**src/rtl/feac_pkg.sv**
```systemverilog
package feac_pkg;

  localparam int CODE_W = 6;
  localparam int WORD_W = 16;

  typedef enum logic [1:0] {
    TXM_ONCE  = 2'd0,
    TXM_LOOP  = 2'd1,
    TXM_PAIR  = 2'd2,
    TXM_ONCE3 = 2'd3
  } tx_mode_e;

  typedef struct packed {
    logic              ok;
    logic [CODE_W-1:0] code;
  } rx_slot_t;

  // Bit 15 leaves first: 8 ones, 0, code[0]..code[5], 0
  function automatic logic [WORD_W-1:0] feac_word(input logic [CODE_W-1:0] c);
    logic [WORD_W-1:0] w;
    w = 16'hFF00;
    for (int i = 0; i < CODE_W; i++) w[6-i] = c[i];
    return w;
  endfunction

  // field holds word bits 6..1 (code bit 0 sits in the top position)
  function automatic logic [CODE_W-1:0] feac_field_to_code(input logic [CODE_W-1:0] f);
    logic [CODE_W-1:0] c;
    for (int i = 0; i < CODE_W; i++) c[i] = f[CODE_W-1-i];
    return c;
  endfunction

endpackage

```
**src/rtl/feac_tx.sv**
```systemverilog
module feac_tx
  import feac_pkg::*;
#(
  parameter int REPEAT = 10
) (
  input  logic              clk,
  input  logic              rst_n,
  input  logic              slot_en,
  input  logic              cmd_valid,
  output logic              cmd_ready,
  input  logic [1:0]        cmd_mode,
  input  logic [CODE_W-1:0] cmd_code_a,
  input  logic [CODE_W-1:0] cmd_code_b,
  input  logic              stop_req,
  output logic              line_bit
);

  localparam int REP_W = $clog2(REPEAT + 1);
  localparam int IDX_W = $clog2(WORD_W);

  logic              busy;
  tx_mode_e          mode_q;
  logic [CODE_W-1:0] code_a_q, code_b_q;
  logic              on_b;
  logic [REP_W-1:0]  rep;
  logic [IDX_W-1:0]  idx;
  logic              stop_pend;

  logic [CODE_W-1:0] cur_code;
  logic [WORD_W-1:0] cur_word;
  logic              word_end, last_rep;

  assign cur_code  = on_b ? code_b_q : code_a_q;
  assign cur_word  = feac_word(cur_code);
  assign line_bit  = busy ? cur_word[IDX_W'(WORD_W-1) - idx] : 1'b1;
  assign cmd_ready = !busy;
  assign word_end  = busy && slot_en && (idx == IDX_W'(WORD_W-1));
  assign last_rep  = (rep == REP_W'(REPEAT-1));

  always_ff @(posedge clk) begin
    if (!rst_n) begin
      busy      <= 1'b0;
      mode_q    <= TXM_ONCE;
      code_a_q  <= '0;
      code_b_q  <= '0;
      on_b      <= 1'b0;
      rep       <= '0;
      idx       <= '0;
      stop_pend <= 1'b0;
    end else if (!busy) begin
      if (cmd_valid) begin
        busy      <= 1'b1;
        mode_q    <= tx_mode_e'(cmd_mode);
        code_a_q  <= cmd_code_a;
        code_b_q  <= cmd_code_b;
        on_b      <= 1'b0;
        rep       <= '0;
        idx       <= '0;
        stop_pend <= 1'b0;
      end
    end else begin
      if (stop_req) stop_pend <= 1'b1;
      if (slot_en) idx <= idx + 1'b1;
      if (word_end) begin
        unique case (mode_q)
          TXM_LOOP: begin
            if (stop_pend || stop_req) busy <= 1'b0;
          end
          TXM_PAIR: begin
            if (!last_rep) rep <= rep + 1'b1;
            else if (!on_b) begin
              on_b <= 1'b1;
              rep  <= '0;
            end else busy <= 1'b0;
          end
          default: begin
            if (!last_rep) rep <= rep + 1'b1;
            else busy <= 1'b0;
          end
        endcase
      end
    end
  end

endmodule

```
**src/rtl/feac_rx.sv**
```systemverilog
module feac_rx
  import feac_pkg::*;
#(
  parameter int HIST = 10,
  parameter int NEED = 8
) (
  input  logic              clk,
  input  logic              rst_n,
  input  logic              slot_en,
  input  logic              line_bit,
  output logic              push_valid,
  output logic [CODE_W-1:0] push_code
);

  localparam int OLD   = HIST - 1;
  localparam int CNT_W = $clog2(HIST + 1);
  localparam int PH_W  = $clog2(WORD_W);

  logic [WORD_W-2:0] win;
  logic [WORD_W-1:0] win_n;
  logic [PH_W-1:0]   phase;
  rx_slot_t          hist   [OLD];
  rx_slot_t          hist_n [HIST];
  logic              active;
  logic [CODE_W-1:0] last;

  logic [CODE_W-1:0] cand;
  logic              hit, slot_close, accept;
  logic [CNT_W-1:0]  agree;
  logic              any_ok;

  assign win_n      = {win, line_bit};
  assign cand       = feac_field_to_code(win_n[6:1]);
  assign hit        = (win_n == feac_word(cand));
  assign slot_close = slot_en && (hit || phase == PH_W'(WORD_W-1));

  assign hist_n[0] = {hit, cand};
  for (genvar g = 1; g < HIST; g++) begin : g_hist
    assign hist_n[g] = hist[g-1];
  end

  always_comb begin
    agree  = '0;
    any_ok = 1'b0;
    for (int i = 0; i < HIST; i++) begin
      if (hist_n[i].ok && hist_n[i].code == cand) agree = agree + 1'b1;
      any_ok = any_ok | hist_n[i].ok;
    end
  end

  assign accept     = slot_close && hit && (agree >= CNT_W'(NEED));
  assign push_valid = accept && (!active || cand != last);
  assign push_code  = cand;

  always_ff @(posedge clk) begin
    if (!rst_n) begin
      win    <= '1;
      phase  <= '0;
      active <= 1'b0;
      last   <= '0;
      for (int i = 0; i < OLD; i++) hist[i] <= '0;
    end else if (slot_en) begin
      win   <= win_n[WORD_W-2:0];
      phase <= slot_close ? '0 : phase + 1'b1;
      if (slot_close) begin
        for (int i = 0; i < OLD; i++) hist[i] <= hist_n[i];
        if (accept) begin
          active <= 1'b1;
          last   <= cand;
        end else if (!any_ok) begin
          active <= 1'b0;
        end
      end
    end
  end

endmodule

```
**src/rtl/feac_fifo.sv**
```systemverilog
module feac_fifo #(
  parameter int DEPTH = 4,
  parameter int W     = 6
) (
  input  logic         clk,
  input  logic         rst_n,
  input  logic         wr_en,
  input  logic [W-1:0] wr_data,
  output logic         rd_valid,
  input  logic         rd_ready,
  output logic [W-1:0] rd_data,
  output logic         overflow
);

  localparam int AW = (DEPTH > 1) ? $clog2(DEPTH) : 1;
  localparam int CW = $clog2(DEPTH + 1);

  logic [W-1:0]  mem [DEPTH];
  logic [AW-1:0] wp, rp;
  logic [CW-1:0] cnt;
  logic          full, pop, do_wr;

  function automatic logic [AW-1:0] step(input logic [AW-1:0] p);
    return (p == AW'(DEPTH-1)) ? '0 : p + 1'b1;
  endfunction

  assign full     = (cnt == CW'(DEPTH));
  assign rd_valid = (cnt != '0);
  assign rd_data  = mem[rp];
  assign pop      = rd_valid && rd_ready;
  assign do_wr    = wr_en && (!full || pop);

  always_ff @(posedge clk) begin
    if (do_wr) mem[wp] <= wr_data;
  end

  always_ff @(posedge clk) begin
    if (!rst_n) begin
      wp       <= '0;
      rp       <= '0;
      cnt      <= '0;
      overflow <= 1'b0;
    end else begin
      if (do_wr) wp <= step(wp);
      if (pop)   rp <= step(rp);
      if (do_wr && !pop)      cnt <= cnt + 1'b1;
      else if (!do_wr && pop) cnt <= cnt - 1'b1;
      if (wr_en && !do_wr) overflow <= 1'b1;
    end
  end

endmodule

```
**src/rtl/feac_ctrl.sv**
```systemverilog
module feac_ctrl
  import feac_pkg::*;
#(
  parameter int TX_REPEAT = 10,
  parameter int RX_WINDOW = 10,
  parameter int RX_NEED   = 8,
  parameter int Q_DEPTH   = 4
) (
  input  logic              clk,
  input  logic              rst_n,
  input  logic              slot_en,
  input  logic              tx_valid,
  output logic              tx_ready,
  input  logic [1:0]        tx_mode,
  input  logic [CODE_W-1:0] tx_code_a,
  input  logic [CODE_W-1:0] tx_code_b,
  input  logic              tx_stop,
  output logic              tx_bit,
  input  logic              rx_bit,
  output logic              rx_valid,
  input  logic              rx_ready,
  output logic [CODE_W-1:0] rx_code,
  output logic              rx_overflow
);

  logic              acc_valid;
  logic [CODE_W-1:0] acc_code;

  feac_tx #(.REPEAT(TX_REPEAT)) u_tx (
    .clk        (clk),
    .rst_n      (rst_n),
    .slot_en    (slot_en),
    .cmd_valid  (tx_valid),
    .cmd_ready  (tx_ready),
    .cmd_mode   (tx_mode),
    .cmd_code_a (tx_code_a),
    .cmd_code_b (tx_code_b),
    .stop_req   (tx_stop),
    .line_bit   (tx_bit)
  );

  feac_rx #(.HIST(RX_WINDOW), .NEED(RX_NEED)) u_rx (
    .clk        (clk),
    .rst_n      (rst_n),
    .slot_en    (slot_en),
    .line_bit   (rx_bit),
    .push_valid (acc_valid),
    .push_code  (acc_code)
  );

  feac_fifo #(.DEPTH(Q_DEPTH), .W(CODE_W)) u_q (
    .clk      (clk),
    .rst_n    (rst_n),
    .wr_en    (acc_valid),
    .wr_data  (acc_code),
    .rd_valid (rx_valid),
    .rd_ready (rx_ready),
    .rd_data  (rx_code),
    .overflow (rx_overflow)
  );

endmodule

```
**config.mk**
```make
export PLATFORM = sky130hd
export DESIGN_NAME = feac_ctrl
export DESIGN_NICKNAME = d
export VERILOG_FILES = /design/src/rtl/feac_pkg.sv /design/src/rtl/feac_tx.sv /design/src/rtl/feac_rx.sv /design/src/rtl/feac_fifo.sv /design/src/rtl/feac_ctrl.sv
export SDC_FILE = /design/constraint.sdc
export NUM_CORES = 1
export LEC_CHECK = 0
export ABC_AREA = 1
export BUFFER_PORTS_ARGS = -buffer_cell sky130_fd_sc_hd__buf_2
export CAP_MARGIN = 25
export CORE_ASPECT_RATIO = 1.4
export CORE_UTILIZATION = 45
export DETAILED_ROUTE_END_ITERATION = 16
export GPL_TIMING_DRIVEN = 0
export PLACE_DENSITY_LB_ADDON = 0.1
export SLEW_MARGIN = 20
export SYNTH_ARGS = -nofsm -noshare
export SYNTH_HDL_FRONTEND = slang
export SYNTH_SLANG_ARGS = --single-unit
```
**constraint.sdc**
```tcl
create_clock -name clk -period 7.58 [get_ports clk]
set_clock_uncertainty 0.2 [all_clocks]
set_input_delay 0.379 -clock clk [delete_from_list [all_inputs] [get_ports clk]]
set_output_delay 0.379 -clock clk [all_outputs]
set_load 0.005 [all_outputs]
```
Yosys cells after proc, flatten, opt, wreduce, memory -nomap -nowiden:

Memories as Yosys holds them, arrays and structs flattened. A register that Yosys moved wholly into a read port is not among the register bits.
Index checks and enable logic that the tools add are counted.

* add/sub/neg operators: 17
* $lt $le $gt $ge: 2
* equal/unequal tests: 28
* muxes and demuxes: 63
* bitwise logic cells: 19
* reduce and logical (&&, ||, !) cells: 39

Operator list (number)
* $mux 4: 18
* $mux 7: 9
* $eq 6x6->1: 9
* $add 4x1->4 const B: 12
* $mux 1: 26
* $logic_and 1x1->1: 20
* $or 1x1->1: 18
* $eq 4x4->1 const B: 3
* $ne 2x2->1 const B: 6
* $eq 10x10->1 const B: 1
* $mux 2: 4
* $pmux 4 s2: 1
* $eq 2x2->1 const B: 3
* $mux 3: 2
* $mux 6: 1
* $ne 3x3->1 const B: 2
* $ne 6x6->1: 1
* $reduce_and 2->1: 3
* $reduce_and 3->1: 2
* $logic_not 1->1: 5
* $lt 4x5->1 const B: 1
* $reduce_and 5->1: 1
* $add 2x1->2 const B: 2
* $bmux 1 s4: 1
* other kinds (13): 17

* bits in registers: 59
* RAM bits: 87
* input port bits: 21
* output and inout port bits: 10
* word-level logic and storage cells: 186
* memories kept: 2

Memory list
* u_rx.hist: words 9, width 7, read ports 9, clocked after Yosys merged registers in 0, wr ports 9, RTL line feac_rx.sv:22 `rx_slot_t hist [OLD];`
* u_q.mem: words 4, width 6, read ports 1, clocked after Yosys merged registers in 1, wr ports 1, RTL line feac_fifo.sv:18 `logic [W-1:0] mem [DEPTH];`

Logic depth before layout (Yosys ltp):

Gate-level depths: netlist of the first run.

* depth in word-level cells: 28
* depth in mapped cells: 47
* gate-level depth less buffers: 45

Cells and area by module:

From an unflattened synthesis of the first run, not the netlist that was laid out.

* cell total of the unflattened synthesis: 1002
* area, all modules: 8291.7 sq um

By module, submodules not included
* feac_rx: instances 1, cells an instance 672, area each 5490.3 sq um, seq. area each 2412.3 sq um
* feac_fifo: instances 1, cells an instance 134, area each 1451.4 sq um, seq. area each 920.9 sq um
* feac_tx: instances 1, cells an instance 196, area each 1350.0 sq um, seq. area each 500.5 sq um

Worst setup path before layout of the first run:

Ideal clock, no wire load.

* kind: register to register
* from: register u_rx.win[5]
* to: register u_q.cnt[2]
* setup time: 122 ps
* arrival: 6557 ps
* required time: 7258 ps
* setup slack: 701 ps
* cell stages (with the launch flop): 44
* buffers on the path: 1
* clock period less this slack: 6879 ps
* cells stage by stage: dfxtp_1 inv_2 clkbuf_1 o22ai_1 a221oi_1 and3_1 ha_1 inv_1 nand3_1 nand2_1 ha_1 nand2_1 nand2_1 ha_1 or2_1 nand2_1 inv_1 ha_1 [... 8 more ...] nand2_1 inv_1 ha_1 nand2_1 nand2_1 nand3_1 nor2_1 nand3_1 nand2_2 nand4_4 inv_1 ha_1 inv_1 fa_1 a21oi_1 o21ai_0 o21ai_0 a21oi_1

* longest elaborated chain between the ends: 26
* elaborated cells on any way between the ends: 46
* classes of those cells: 8 x add/sub; 1 x order compare; 10 x eq/ne; 10 x mux; 17 x reduce/logical

RTL lines
* start: declaration: RTL line feac_rx.sv:19 `logic [WORD_W-2:0] win;`
* start signal: assignment: RTL line feac_rx.sv:63 `win <= win_n[WORD_W-2:0];`
* $eq 6x6->1: RTL line feac_rx.sv:46 `if (hist_n[i].ok && hist_n[i].code == cand) agree = agree + 1'b1;`
* $logic_and 1x1->1: RTL line feac_rx.sv:46
* $mux 4: RTL line feac_rx.sv:46
* $add 4x1->4: RTL line feac_rx.sv:46
* $mux 4: RTL line feac_rx.sv:46
* $add 4x1->4: RTL line feac_rx.sv:46
* $mux 4: RTL line feac_rx.sv:46
* $add 4x1->4: RTL line feac_rx.sv:46
* [... 11 more ...]
* $ge 4x4->1: RTL line feac_rx.sv:51 `assign accept = slot_close && hit && (agree >= CNT_W'(NEED));`
* $logic_and 1x1->1: RTL line feac_rx.sv:51
* $logic_and 1x1->1 *: RTL line feac_rx.sv:52 `assign push_valid = accept && (!active || cand != last);`
* $logic_and 1x1->1 *: RTL line feac_fifo.sv:31 `assign do_wr = wr_en && (!full || pop);`
* via u_q.do_wr: RTL line feac_fifo.sv:21 `logic full, pop, do_wr;`
* $logic_not 1->1: RTL line feac_fifo.sv:47 `else if (!do_wr && pop) cnt <= cnt - 1'b1;`
* $logic_and 1x1->1: RTL line feac_fifo.sv:47
* $reduce_bool 2->1 (no source line)
* end signal: assignment: RTL line feac_fifo.sv:46 `if (do_wr && !pop) cnt <= cnt + 1'b1;`
* end signal: assignment: RTL line feac_fifo.sv:47
* end: declaration: RTL line feac_fifo.sv:20 `logic [CW-1:0] cnt;`

Mark *: on every way through the listed nets, which the timed path passes. The rest lies on a longest branch.
A chain may end at the register's enable or synchronous reset.

Final worst setup path of the first run:

* from: register u_rx.win[0]
* to: register u_q.cnt[2]

Same word-level chain as after synthesis.

==> results.json, run 1 <==
{
  "status": "finished, violations left",
  "violations": "DRC",
  "vias": 5999,
  "syn_nets": 963,
  "netlist_area_mm2": 0.00767,
  "fillers": 1577,
  "layout_min_cycle_time_ns": 7.14,
  "numCtsBuffers": 17,
  "synth.top_cell.area_share": 0.341,
  "clk_latency_ns": 0.42,
  "stdcell_area_mm2": 0.00879,
  "synth_cell_types": 51,
  "globalplace.congestion": 0.801,
  "critPathKind": "reg2reg",
  "grt-ovfl-total": 0,
  "synthTopCellsByCount": "nor2_1 (162), nand2_1 (145), inv_1 (123)",
  "p_per_area_mw_per_mm2": 230,
  "coreArea_mm2": 0.0167,
  "worst_path_largest_cell_delay_ns": 0.39,
  "synth_top_family_by_area": "simple AND/OR/NAND/NOR gates",
  "yosysWarnings": 0,
  "initial_core_util": 0.458,
  "synthToLayoutAreaGrowth_pct": 14.6,
  "grt_pass1_vias": 5600,
  "clkSinkCount": 148,
  "internal_power_uw": 1500,
  "place_hpwl_um": 12400,
  "row_count": 56,
  "critPathArrivalTime_ns": 7.24,
  "power_frac_seq": 0.458,
  "tns_ns": 0,
  "grt_use_total": 0.205,
  "async_reset_ff_frac": 0,
  "timing.final.crit_share": 0.941,
  "ant_nets": 0,
  "final_layout_size_suffix_gt1_frac": 0.147,
  "wire_per_inst_um": 14.5,
  "start_kind": "flip-flop",
  "synth_area_leaders": "edfxtp_1 (34%), dfxtp_1 (16%), nor2_1 (7.9%)",
  "post-synth-top-count-cell": "nor2_1",
  "grt_pass1_wl_um": 27800,
  "port_buffers": 29,
  "drt_first_pass_iters": 13,
  "required_ns": 7.69,
  "tightest_slew_ns": 0.725,
  "syn-instance-count": 921,
  "synth_edf_count": 87,
  "synth-adder-area-share": 0.0352,
  "dieHeight_um": 156,
  "path_common_cell": "ha_1",
  "grt_max_degree": 57,
  "setup.worst_path.end_class": "flip-flop",
  "fmax_ghz": 0.140,
  "maxCapViolations": 0,
  "wl_um": 17200,
  "hold_violations": 0,
  "path_delay_family": "simple AND/OR/NAND/NOR gates",
  "num_antenna_cells": 0,
  "die_area_mm2": 0.0176,
  "boundaryPins": 31,
  "multiInputGateArea_mm2": 0.00321,
  "synth.area.mux_share": 0,
  "vias_per_cell": 5.05,
  "antenna_found_initial": 0,
  "clockBufferDepth": 2,
  "ys_ff_latch": 148,
  "swShare": 0.259,
  "relSlewSlack": 0.512,
  "ys_seq_area_frac": 0.500,
  "synth_compound_area_frac": 0.109,
  "clk_pin_slew_ns": 0.06,
  "place_area_mm2": 0.00810,
  "hold_path.class": "in2reg",
  "setup-violations-final": 0,
  "ir_drop_v": 0.000186,
  "initialDrtViolationCount": 318,
  "final_nets": 1014,
  "drcViolationCount": 1,
  "synth_top_cell_by_area": "edfxtp_1",
  "switching_power_uw": 524,
  "crit_buf_inv": 9,
  "worstPathMaxFanout": 9,
  "synth-main-ff-cell": "edfxtp_1",
  "drv_slew": 0,
  "h-tree-depth": 4,
  "syn_avg_cell_area_um2": 8.33,
  "die_w_um": 112,
  "p_leak_uw": 0.00379,
  "slowest_stage": "fa_2",
  "clkPwrFrac": 0.430,
  "cts_tree": "done",
  "ff_latch_area_mm2": 0.00384,
  "power_frac_comb": 0.113,
  "synth_xor_area_frac": 0.0147,
  "synthSimpleGateAreaFrac": 0.254,
  "root_buffer": "clkbuf_16"
}
==> power by group through the flow <==
| stage | clock network (µW) | registers (µW) | logic (µW) |
|---|---|---|---|
| global placement | 0 | 944 | 222 |
| global route | 917 | 931 | 258 |
| CTS | 878 | 926 | 228 |
| finish | 869 | 926 | 228 |
| floorplan | 0 | 932 | 154 |
| detailed placement | 0 | 943 | 226 |
==> worst paths after layout <==
kind / start / endpoint / slack (ns) / cells past startpoint
hold reg to reg: u_rx.active / u_rx.active / 0.27 / 2
hold / removal: tx_code_a[2] / u_tx.code_a_q[2] / 0.006 / 3
setup reg to reg: u_rx.win[0] / u_q.cnt[2] / 0.44 / 44
setup / recovery: u_rx.win[0] / u_q.cnt[2] / 0.44 / 44
==> cells in the final DEF, fill, tap and decap left out, drive strengths merged, types with 2 or more instances in the layout <==
master / count
clkinv: 7
clkbuf: 37
nand2: 165
edfxtp: 87
a221oi: 4
a211oi: 3
nor2: 168
a21oi: 33
nor3: 8
xor2: 11
o21ai: 68
dlygate4sd3: 2
a2111oi: 6
bufinv: 3
or2: 5
nor4: 5
ha: 20
nand3: 61
nand3b: 2
o211ai: 4
o22ai: 20
buf: 42
inv: 138
nand4: 10
dfxtp: 61
clkinvlp: 3
==> logic make-up (layout without fill, tap and decap cells) <==
logic type               Yosys count  in the layout
AND/OR/NAND/NOR                  427            427
XOR/XNOR                          12             12
flip-flops                       148            148
buffers and inverters            168            232
adder cells (fa/ha/maj)           21             21
AO/OA/AOI/OAI                    145            145
==> area by class of cell <==
type,count,area share
timing repair buffer,35,0.0245
inverter,137,0.0596
multi-input combinational,605,0.365
buffer,28,0.0162
clock inverter,14,0.0202
tap,203,0.0289
clock buffer,18,0.0488
sequential,148,0.437
==> tightest hold or removal path: cells and delay by family <==
family / cells / cell delay (ns)
buffers and inverters: 1 / 0.07
AO/OA/AOI/OAI: 1 / 0.07
AND/OR/NAND/NOR: 1 / 0.07
==> stage by stage <==
step / util / power (µW) / std cells / hold WS (ns) / setup slack, ns
floorplan: - / 1090 / 921 / 0.244 / 0.701
global placement: 0.482 / 1170 / 1153 / 0.255 / -0.615
detailed placement: 0.484 / 1170 / 1154 / 0.251 / -0.619
CTS: 0.522 / 2030 / 1188 / 0.00278 / 0.0358
global route: 0.525 / 2110 / 1188 / 0.00699 / -0.00199
finish: 0.525 / 2020 / 1188 / 0.00633 / 0.445
==> routing by layer <==
layer  up-vias  global-route usage  wire length, µm
met2        68               0.386             9080
met5         -                   0                0
met3        14              0.0287              306
met4         0              0.0590              165
met1      2775               0.240             7630
li1       3142                   -                -
==> sequential cells by signal (all words and copies together), names as in the netlist, named ones only <==
register / flops
u_rx.hist: 63
u_q.mem: 24
u_rx.win: 15
u_rx.last: 6
u_tx.code_a_q: 6
u_tx.code_b_q: 6
u_rx.phase: 4
u_tx.idx: 4
u_tx.rep: 4
u_q.cnt: 3
u_q.rp: 2
u_q.wp: 2
u_tx.mode_q: 2
u_q.overflow: 1
u_rx.active: 1
u_tx.busy: 1
u_tx.on_b: 1
u_tx.stop_pend: 1
==> what timing repair did <==
item                                   4_1_cts  5_1_grt
gates resized for setup                      2       20
endpoints found under the hold margin        2        0
setup endpoints to repair                   27       26
pin swaps                                    0        7
hold buffers                                 2        0
buffers inserted                             1        2
(Power assumes the default switching activity.)
==> inputs of run 2 (changes only) <==
- CTS_BUF_LIST: default -> sky130_fd_sc_hd__clkbuf_4 sky130_fd_sc_hd__clkbuf_8
==> run 2 against run 1 <==
Effect of this change: the run now ends clean; sequential power is essentially flat; first-iteration DRC count down 17%; combinational power grew 2%; setup slack worse by 0.013 ns; global-route usage is essentially flat; clock power decreased by 25%; sequential cell count did not move; die area unchanged; via count increased by 0.72%; critical path type unchanged; largest cell class unchanged; highest routed layer unchanged.
==> results.json, run 2 (synthesized netlist as in run 1, its figures left out) <==
{
  "die_w_um": 112,
  "initialDrtViolationCount": 263,
  "h-tree-depth": 4,
  "final_nets": 1028,
  "die_area_mm2": 0.0176,
  "row_count": 56,
  "status": "finished, final reports clean",
  "clk_latency_ns": 0.45,
  "grt_use_met3": 0.0352,
  "p_leak_uw": 0.00376,
  "setup.worst_path.end_class": "flip-flop",
  "numCtsBuffers": 17,
  "drv_slew": 0,
  "final_common_cell": "nor2_1",
  "place_hpwl_um": 12400,
  "fin_ws_ns": 0.432,
  "coreArea_mm2": 0.0167,
  "initial_core_util": 0.458,
  "clk_pin_slew_ns": 0.08,
  "holdWs_ns": 0.0249,
  "final_cell_mix": "nor2_1 (161), nand2_1 (138), inv_1 (121)",
  "antenna_found_initial": 0,
  "slowest_stage": "fa_2",
  "layout_min_cycle_time_ns": 7.15,
  "critPathKind": "reg2reg",
  "fmax_ghz": 0.140,
  "top_register": "u_rx.hist",
  "wl_um": 17300,
  "maxCapViolations": 0,
  "drcViolationCount": 0,
  "final_layout_size_suffix_gt1_frac": 0.151,
  "reg.largest.list": "u_rx.hist x63, u_q.mem x24, u_rx.win x15",
  "grt_pass1_wl_um": 27700,
  "cts_tree": "done",
  "clkSinkCount": 148,
  "critPathArrivalTime_ns": 7.29,
  "worstPathMaxFanout": 9,
  "grt_pass1_vias": 5668,
  "drt_first_pass_iters": 5,
  "ir_drop_v": 0.000177,
  "globalplace.congestion": 0.801,
  "dieHeight_um": 156,
  "port_buffers": 29,
  "hold_violations": 0,
  "stdcell_area_mm2": 0.00875,
  "place_area_mm2": 0.00810,
  "globalRouteMet2Util": 0.380,
  "grt_use_met1": 0.238,
  "grt_max_degree": 57,
  "busiest_layer": "met2",
  "timing.final.crit_share": 0.943,
  "num_antenna_cells": 0,
  "start_kind": "flip-flop",
  "tightest_slew_ns": 0.716,
  "fillers": 1583,
  "vias_per_cell": 5.03,
  "boundaryPins": 31,
  "wire_per_inst_um": 14.4,
  "largest_reg_flops": 63,
  "grt_use_total": 0.205,
  "p_per_area_mw_per_mm2": 206,
  "setup-violations-final": 0,
  "required_ns": 7.72,
  "hold_path.class": "in2reg",
  "vias": 6042,
  "ant_nets": 0,
  "clockBufferDepth": 2,
  "tns_ns": 0,
  "dp_slack_ns": -0.619,
  "root_buffer": "clkbuf_8",
  "reg2reg_depth": 44,
  "relSlewSlack": 0.518,
  "worst_path_largest_cell_delay_ns": 0.39,
  "holdPathStages": 3,
  "p_total_uw": 1810,
  "synthToLayoutAreaGrowth_pct": 14.1,
  "grt-ovfl-total": 0
}
-- run 2: changes by cell type in the layout (fill, tap and decap cells not counted), moves of 2 or more --
cell and change:
dlygate4sd3_1 +12, buf_4 +2, clkbuf_8 +17, clkbuf_4 +2, clkbuf_16 -17
-- run 2: power breakdown --
| group | leakage [µW] | internal, µW | switching [µW] |
|---|---|---|---|
| Sequential | 0.00136 | 890 | 34.5 |
| Combinational | 0.00220 | 88.5 | 145 |
| Clock | 0.000202 | 333 | 316 |
-- run 2: stage by stage --
stage	utilization	instances
floorplan	-	921
global placement	0.482	1153
detailed placement	0.484	1154
CTS	0.517	1199
global route	0.523	1202
finish	0.523	1202
-- run 2: worst max-delay path: cells and delay by family (launching register included) --
kind	cells	cell delay [ns]
adders and majority gates	9	2.36
buffers and inverters	9	0.70
DFF	1	0.37
AOI/OAI and AO/OA	5	0.49
and+or+nand+nor	21	2.96
-- run 2: routing by layer --
layer	vias to the layer above	part of all wire
met1	2791	0.44
met5	-	0
met2	69	0.52
met3	17	0.020
li1	3165	-
met4	0	0.012
-- run 2: layout make-up --
cell class	count	area (µm²)	area share
multi-input cells	605	3220	0.367
clock inverters	14	178	0.0203
flip-flops and latches	148	3840	0.439
inverters	137	527	0.0602
clock buffers	18	241	0.0276
repair buffers	49	350	0.0400
plain buffers	28	145	0.0166
well taps	203	254	0.0290
-- run 2: path summary, 6_finish.rpt --
path / startpoint / slack, ns / to
hold / removal: tx_mode[0] / 0.02 / u_tx.mode_q[0]
hold reg to reg: u_q.overflow / 0.27 / u_q.overflow
setup reg to reg: u_rx.win[0] / 0.43 / u_q.cnt[2]
setup / recovery: u_rx.win[0] / 0.43 / u_q.cnt[2]
-- run 2: repair_timing --
| action | 4_1_cts | 5_1_grt |
|---|---|---|
| setup buffers | 1 | 4 |
| pin swaps | 0 | 8 |
| hold buffers | 13 | 1 |
| endpoints found under the setup margin | 27 | 26 |
| resized for setup | 2 | 26 |
| hold endpoints to repair | 13 | 1 |
